<file path="config.mk">
export PLATFORM = sky130hd
export DESIGN_NAME = rtc_calendar
export DESIGN_NICKNAME = d
export VERILOG_FILES = /design/src/rtl/rtc_cal_pkg.sv /design/src/rtl/rtc_addr_latch.sv /design/src/rtl/rtc_month_len.sv /design/src/rtl/rtc_advance.sv /design/src/rtl/rtc_calendar.sv
export SDC_FILE = /design/constraint.sdc
export NUM_CORES = 1
export LEC_CHECK = 0
export BUFFER_PORTS_ARGS = -buffer_cell sky130_fd_sc_hd__buf_4
export CORE_MARGIN = 1.5
export CORE_UTILIZATION = 35
export CTS_CLUSTER_DIAMETER = 200
export DETAILED_ROUTE_END_ITERATION = 16
export SLEW_MARGIN = 0
export SYNTH_ARGS = -nofsm -noshare
export SYNTH_HDL_FRONTEND = slang
export SYNTH_SLANG_ARGS = --single-unit
export TNS_END_PERCENT = 20
</file>
<file path="constraint.sdc">
create_clock -name clk -period 6.1 [get_ports clk]
set_clock_uncertainty 0.1 [all_clocks]
set_input_delay 0.915 -clock clk [delete_from_list [all_inputs] [get_ports clk]]
set_output_delay 0.915 -clock clk [all_outputs]
set_load 0.05 [all_outputs]
</file>
<file path="src/rtl/rtc_cal_pkg.sv">
package rtc_cal_pkg;

    localparam int FW = 8;

    typedef logic [FW-1:0] fld_t;

    typedef struct packed {
        fld_t century;
        fld_t year;
        fld_t month;
        fld_t day;
        fld_t hour;
        fld_t minute;
        fld_t second;
    } cal_t;

    typedef struct packed {
        logic carry;
        fld_t val;
    } step_t;

    localparam int BIT_FREEZE = 7;
    localparam int BIT_BINARY = 2;
    localparam int BIT_H24    = 1;

    localparam fld_t OFS_SEC  = 8'h00;
    localparam fld_t OFS_MIN  = 8'h02;
    localparam fld_t OFS_HOUR = 8'h04;
    localparam fld_t OFS_DAY  = 8'h07;
    localparam fld_t OFS_MON  = 8'h08;
    localparam fld_t OFS_YEAR = 8'h09;
    localparam fld_t OFS_CTRL = 8'h0B;
    localparam fld_t OFS_CENT = 8'h32;

    localparam fld_t CTRL_RESET = 8'h86;

    // Encode a small integer in the selected format.
    function automatic fld_t enc(input int n, input logic bin);
        if (bin) return FW'(n);
        return {4'(n / 10), 4'(n % 10)};
    endfunction

    // Decode a field byte into an integer.
    function automatic int dec(input fld_t v, input logic bin);
        if (bin) return int'(v);
        return 10 * int'(v[7:4]) + int'(v[3:0]);
    endfunction

    // One step of a field, carried in its own encoding.
    function automatic step_t bump(input fld_t v, input fld_t top,
                                   input fld_t bottom, input logic bin);
        step_t r;
        if (v == top) begin
            r.carry = 1'b1;
            r.val   = bottom;
        end else if (!bin && v[3:0] == 4'd9) begin
            r.carry = 1'b0;
            r.val   = {v[7:4] + 4'd1, 4'd0};
        end else begin
            r.carry = 1'b0;
            r.val   = v + 8'd1;
        end
        return r;
    endfunction

endpackage

</file>
<file path="src/rtl/rtc_addr_latch.sv">
module rtc_addr_latch #(
    parameter int ADDR_W = 8
) (
    input  logic              clk,
    input  logic              rst,
    input  logic              addr_we,
    input  logic [ADDR_W-1:0] addr_in,
    output logic [ADDR_W-1:0] addr_q
);
    always_ff @(posedge clk) begin
        if (rst)          addr_q <= '0;
        else if (addr_we) addr_q <= addr_in;
    end
endmodule

</file>
<file path="src/rtl/rtc_month_len.sv">
module rtc_month_len
    import rtc_cal_pkg::*;
(
    input  fld_t month,
    input  fld_t year,
    input  fld_t century,
    input  logic bin,
    output fld_t last_day
);
    int   m_i, y_i, c_i;
    logic leap;

    always_comb begin
        m_i  = dec(month, bin);
        y_i  = dec(year, bin);
        c_i  = dec(century, bin);
        leap = (y_i % 4 == 0) && ((y_i != 0) || (c_i % 4 == 0));
        case (m_i)
            2:             last_day = enc(leap ? 29 : 28, bin);
            4, 6, 9, 11:   last_day = enc(30, bin);
            default:       last_day = enc(31, bin);
        endcase
    end
endmodule

</file>
<file path="src/rtl/rtc_advance.sv">
module rtc_advance
    import rtc_cal_pkg::*;
(
    input  cal_t cur,
    input  logic bin,
    input  logic h24,
    input  fld_t last_day,
    output cal_t nxt
);
    step_t s_st, m_st, h_st, d_st, mo_st, y_st, c_st;
    fld_t  hour_n;
    logic  hour_c;
    logic  pm;

    always_comb begin
        s_st  = bump(cur.second, enc(59, bin), '0, bin);
        m_st  = bump(cur.minute, enc(59, bin), '0, bin);
        d_st  = bump(cur.day, last_day, enc(1, bin), bin);
        mo_st = bump(cur.month, enc(12, bin), enc(1, bin), bin);
        y_st  = bump(cur.year, enc(99, bin), '0, bin);
        c_st  = bump(cur.century, enc(99, bin), '0, bin);
        pm    = cur.hour[7];

        if (h24) begin
            h_st   = bump(cur.hour, enc(23, bin), '0, bin);
            hour_n = h_st.val;
            hour_c = h_st.carry;
        end else begin
            h_st = bump({1'b0, cur.hour[6:0]}, 8'hFF, '0, bin);
            if ({1'b0, cur.hour[6:0]} == enc(12, bin)) begin
                hour_n = {pm, 7'(enc(1, bin))};
                hour_c = 1'b0;
            end else if ({1'b0, cur.hour[6:0]} == enc(11, bin)) begin
                hour_n = {~pm, 7'(enc(12, bin))};
                hour_c = pm;
            end else begin
                hour_n = {pm, 7'b0} | (h_st.val & {1'b0, {7{~h_st.carry}}});
                hour_c = 1'b0;
            end
        end

        nxt        = cur;
        nxt.second = s_st.val;
        if (s_st.carry) begin
            nxt.minute = m_st.val;
            if (m_st.carry) begin
                nxt.hour = hour_n;
                if (hour_c) begin
                    nxt.day = d_st.val;
                    if (d_st.carry) begin
                        nxt.month = mo_st.val;
                        if (mo_st.carry) begin
                            nxt.year = y_st.val;
                            if (y_st.carry)
                                nxt.century = c_st.carry ? '0 : c_st.val;
                        end
                    end
                end
            end
        end
    end
endmodule

</file>
<file path="src/rtl/rtc_calendar.sv">
module rtc_calendar
    import rtc_cal_pkg::*;
#(
    parameter int ADDR_W = 8
) (
    input  logic              clk,
    input  logic              rst,
    input  logic              tick,
    input  logic              addr_we,
    input  logic [ADDR_W-1:0] addr_in,
    input  logic              data_we,
    input  logic [FW-1:0]     data_in,
    output logic [FW-1:0]     data_out
);
    localparam cal_t CAL_RESET = '{century: 8'd20, year: 8'd0, month: 8'd1,
                                   day: 8'd1, hour: 8'd0, minute: 8'd0,
                                   second: 8'd0};

    logic [ADDR_W-1:0] addr_q;
    cal_t              cur_q, nxt;
    fld_t              ctrl_q;
    fld_t              last_day;

    rtc_addr_latch #(.ADDR_W(ADDR_W)) i_latch (
        .clk(clk), .rst(rst), .addr_we(addr_we), .addr_in(addr_in),
        .addr_q(addr_q)
    );

    rtc_month_len i_mlen (
        .month(cur_q.month), .year(cur_q.year), .century(cur_q.century),
        .bin(ctrl_q[BIT_BINARY]), .last_day(last_day)
    );

    rtc_advance i_adv (
        .cur(cur_q), .bin(ctrl_q[BIT_BINARY]), .h24(ctrl_q[BIT_H24]),
        .last_day(last_day), .nxt(nxt)
    );

    always_ff @(posedge clk) begin
        if (rst) begin
            cur_q  <= CAL_RESET;
            ctrl_q <= CTRL_RESET;
        end else if (data_we) begin
            case (addr_q)
                ADDR_W'(OFS_SEC):  cur_q.second  <= data_in;
                ADDR_W'(OFS_MIN):  cur_q.minute  <= data_in;
                ADDR_W'(OFS_HOUR): cur_q.hour    <= data_in;
                ADDR_W'(OFS_DAY):  cur_q.day     <= data_in;
                ADDR_W'(OFS_MON):  cur_q.month   <= data_in;
                ADDR_W'(OFS_YEAR): cur_q.year    <= data_in;
                ADDR_W'(OFS_CENT): cur_q.century <= data_in;
                ADDR_W'(OFS_CTRL): ctrl_q        <= data_in;
                default: ;
            endcase
        end else if (tick && !ctrl_q[BIT_FREEZE]) begin
            cur_q <= nxt;
        end
    end

    always_comb begin
        case (addr_q)
            ADDR_W'(OFS_SEC):  data_out = cur_q.second;
            ADDR_W'(OFS_MIN):  data_out = cur_q.minute;
            ADDR_W'(OFS_HOUR): data_out = cur_q.hour;
            ADDR_W'(OFS_DAY):  data_out = cur_q.day;
            ADDR_W'(OFS_MON):  data_out = cur_q.month;
            ADDR_W'(OFS_YEAR): data_out = cur_q.year;
            ADDR_W'(OFS_CENT): data_out = cur_q.century;
            ADDR_W'(OFS_CTRL): data_out = ctrl_q;
            default:           data_out = '0;
        endcase
    end
endmodule

</file>
==> impl_metrics.csv <==
group,metric,value,unit
status,status,"finished clean",
power_and_ir_drop,p_clk_share,46.0,%
global_routing,grt_overflow_total,0,
global_routing,grt_max_degree,60,
clock_network,ctsResizeCount,0,
clock_network,cts_buffers,9,
global_routing,antenna_found_initial,0,
final_layout,finalNetCount,843,
logic_synthesis,yosysSeqAreaShare,24.3,%
clock_network,cts_buffer_depth,2,
place,hpwlAfterDp,13.4,mm
clock_network,tritoncts,"built",
detailed_routing,vias,6096,
clock_network,root_buffer,"clkbuf_16",
logic_synthesis,ys_warn_count,0,
logic_synthesis,synth-seq-cells,72,
clock_network,postCtsHoldBufs,0,
clock_network,clock_sinks,72,
final_layout,fill_cells,1784,
clock_network,cts-htree-levels,3,
power_and_ir_drop,p_switching,0.000300,W
detailed_routing,viasPerCell,6.07,
global_routing,first_global_vias,5433,
logic_synthesis,ys_async_sr_fraction,0,%
power_and_ir_drop,combPwrFrac,10.6,%
detailed_routing,first_pass_iters,5,
final_layout,seqCellArea,1440,um2
critical_path,regToRegSetupSlack,1.68,ns
sta,fin_crit,4.42,ns
logic_synthesis,netlist_area,5940,um2
clock_network,clk_pin_slew,0.06,ns
logic_synthesis,netlist_instances,788,
final_layout,layout_commonest_cell,"nor2_1",
floorplan,die_h,133,um
detailed_routing,drt-wirelength-per-cell,19.0,um
logic_synthesis,syn_avg_cell_area,7.53,um2
sta,rsz0062_at_grt,"no",
clock_network,post_cts_buffers,0,
global_routing,track_usage,21.9,%
floorplan,placement_rows,47,
critical_path,path_class,"reg -> reg",
job,maxCapViolCount,0,
sta,max_freq,226,MHz
logic_synthesis,synth_flop_cell,"dfxtp_1",
global_routing,grt_pass1_wl,30.6,mm
final_layout,multi_input_area,4210,um2
logic_synthesis,synth_fp_nets,848,
critical_path,start_kind,"register",
power_and_ir_drop,leakage,2.57,nW
power_and_ir_drop,vdd_drop_max,0.125,mV
sta,worst_pin_slew,1.16,ns
sta,hold_viol,0,
sta,finalCritPeriodShare,72.5,%
power_and_ir_drop,internal-power,0.000841,W
sta,finalSetupTns,0,ns
logic_synthesis,ys_types,65,
critical_path,crit_fanout,13,
sta,relSlewSlack,22.7,%
final_layout,area_growth,10.2,%
floorplan,dieArea,17800,um2
floorplan,fp.dieW,133,um
detailed_routing,drtIter0Drc,582,
detailed_routing,wirelength,19.1,mm
sta,final_max_slew_viol_count,0,
critical_path,r2r-start,"cur_q[45]",
power_and_ir_drop,power.share.switching,26.3,%
worst_hold_path,hp-start,"ctrl_q[0]",
power_and_ir_drop,totalPowerFinal,0.00114,W
critical_path,cp-end-kind,"register",
floorplan,start_util,35.8,%
floorplan,core,16600,um2
detailed_routing,drtAntennaViolNets,0,
critical_path,crit_arrival,4.52,ns
worst_hold_path,hold_class,"reg -> reg",
detailed_routing,drc,0,
final_layout,diodes,0,
critical_path,crit_start,"cur_q[45]",
sta,setup_viol,0,
power_and_ir_drop,power.density,174,nW/um2
clock_network,insertion_delay,0.35,ns
floorplan,io_pins,29,
place,gp_congestion,0.892,
final_layout,drive_gt1_share,8.03,%
logic_synthesis,synth-edff-count,0,
place,numPortBuffers,28,
power_and_ir_drop,power_frac_seq,43.5,%
final_layout,final_cell_mix,"73 x nor2_1, 72 x dfxtp_1, 69 x nand2_1, 66 x o21ai_0, 48 x a21oi_1",
critical_path,cp_data_required_time,6.20,ns
final_layout,utilization,39.5,%
==> kinds of logic (layout without fill, tap and decap cells) <==
logic type	after synthesis	after routing	synth area share [%]
buffers and inverters	74	71	4.80
XOR/XNOR	11	11	1.62
AO/OA/AOI/OAI	253	253	28.3
adder cells (fa/ha/maj)	39	39	8.73
AND/OR/NAND/NOR	301	301	25.8
multiplexers	38	38	6.41
flip-flops	72	72	24.3
==> worst max-delay path: stages, from the launching register on <==
cell       delay (ns)
dfxtp_1          0.52
ha_1             0.30
ha_1             0.23
fa_1             0.45
nor4_1           0.19
nand2_1          0.07
a2111oi_0        0.33
o221ai_1         0.22
a221o_1          0.41
a311oi_2         0.57
a31oi_1          0.50
o21ai_0          0.30
a21oi_1          0.09
==> per-stage QoR <==
step	hold slack, ns	instance area [um2]	std cells	setup WS, ns
floorplan	0.363	5940	788	2.42
global placement	0.384	6270	992	1.86
global route	0.440	6550	1005	1.30
CTS	0.408	6550	1005	1.72
detailed placement	0.396	6270	992	1.76
finish	0.408	6550	1005	1.68
==> synthesized netlist by cell type (5+ instances only) <==
cell | number | area (um2)
or3_1 | 9 | 56.3
o21ai_0 | 66 | 330
o31ai_1 | 19 | 143
nand3_1 | 36 | 180
nand2_1 | 69 | 259
a21o_1 | 12 | 90.1
ha_1 | 35 | 438
xor2_1 | 8 | 70.1
a31oi_1 | 16 | 100
nor4_1 | 7 | 43.8
clkbuf_1 | 39 | 146
a22oi_1 | 17 | 128
mux2i_1 | 38 | 380
a31o_2 | 5 | 43.8
a211oi_1 | 7 | 52.6
nor2_1 | 73 | 274
o211ai_1 | 11 | 82.6
nand2b_1 | 12 | 75.1
nand4_1 | 11 | 68.8
nand4b_1 | 6 | 52.6
a21oi_1 | 48 | 240
and3_1 | 11 | 68.8
and2_1 | 8 | 50.1
buf_2 | 6 | 30.0
o41ai_1 | 5 | 43.8
nor3b_1 | 7 | 52.6
nand3b_1 | 5 | 37.5
nor3_1 | 19 | 95.1
inv_1 | 24 | 90.1
or2_2 | 5 | 31.3
dfxtp_1 | 72 | 1440
a221o_1 | 9 | 90.1
nor2b_1 | 7 | 43.8
==> sequential cells by signal, summed over array words and instances, names as in the netlist <==
register / count
i_latch.addr_q: 8
ctrl_q: 8
cur_q: 56
==> power by group through the flow <==
stage	registers, W	clock network, W	logic [W]
6_report	0.000496	0.000525	0.000121
5_1_grt	0.000498	0.000550	0.000131
4_1_cts	0.000496	0.000536	0.000119
3_5_place_dp	0.000506	0	0.000119
3_3_place_gp	0.000506	0	0.000119
2_1_floorplan	0.000496	0	0.0000807
==> layout make-up <==
cell class | instances | share of cell area, %
Sequential cell | 72 | 22.0
Multi-Input combinational cell | 642 | 64.3
Clock buffer | 12 | 3.77
Tap cell | 220 | 4.21
Clock inverter | 1 | 0.459
Timing Repair Buffer | 33 | 3.79
Inverter | 25 | 1.43
==> worst paths after layout <==
check / endpoint / cells past startpoint
min: ctrl_q[0] / 2
max: cur_q[51] / 12
max reg2reg: cur_q[51] / 12
min reg2reg: ctrl_q[0] / 2
==> metal layers <==
layer,vias to the layer above,part of all wire (%),track usage (%),wire (um)
met3,35,6.3,3.81,1210
met2,222,43,32.8,8180
met5,-,0,0,0
li1,2948,-,-,-
met4,0,3.0,8.94,582
met1,2891,48,31.1,9130
No activity file was read; power rests on OpenSTA's default activity.
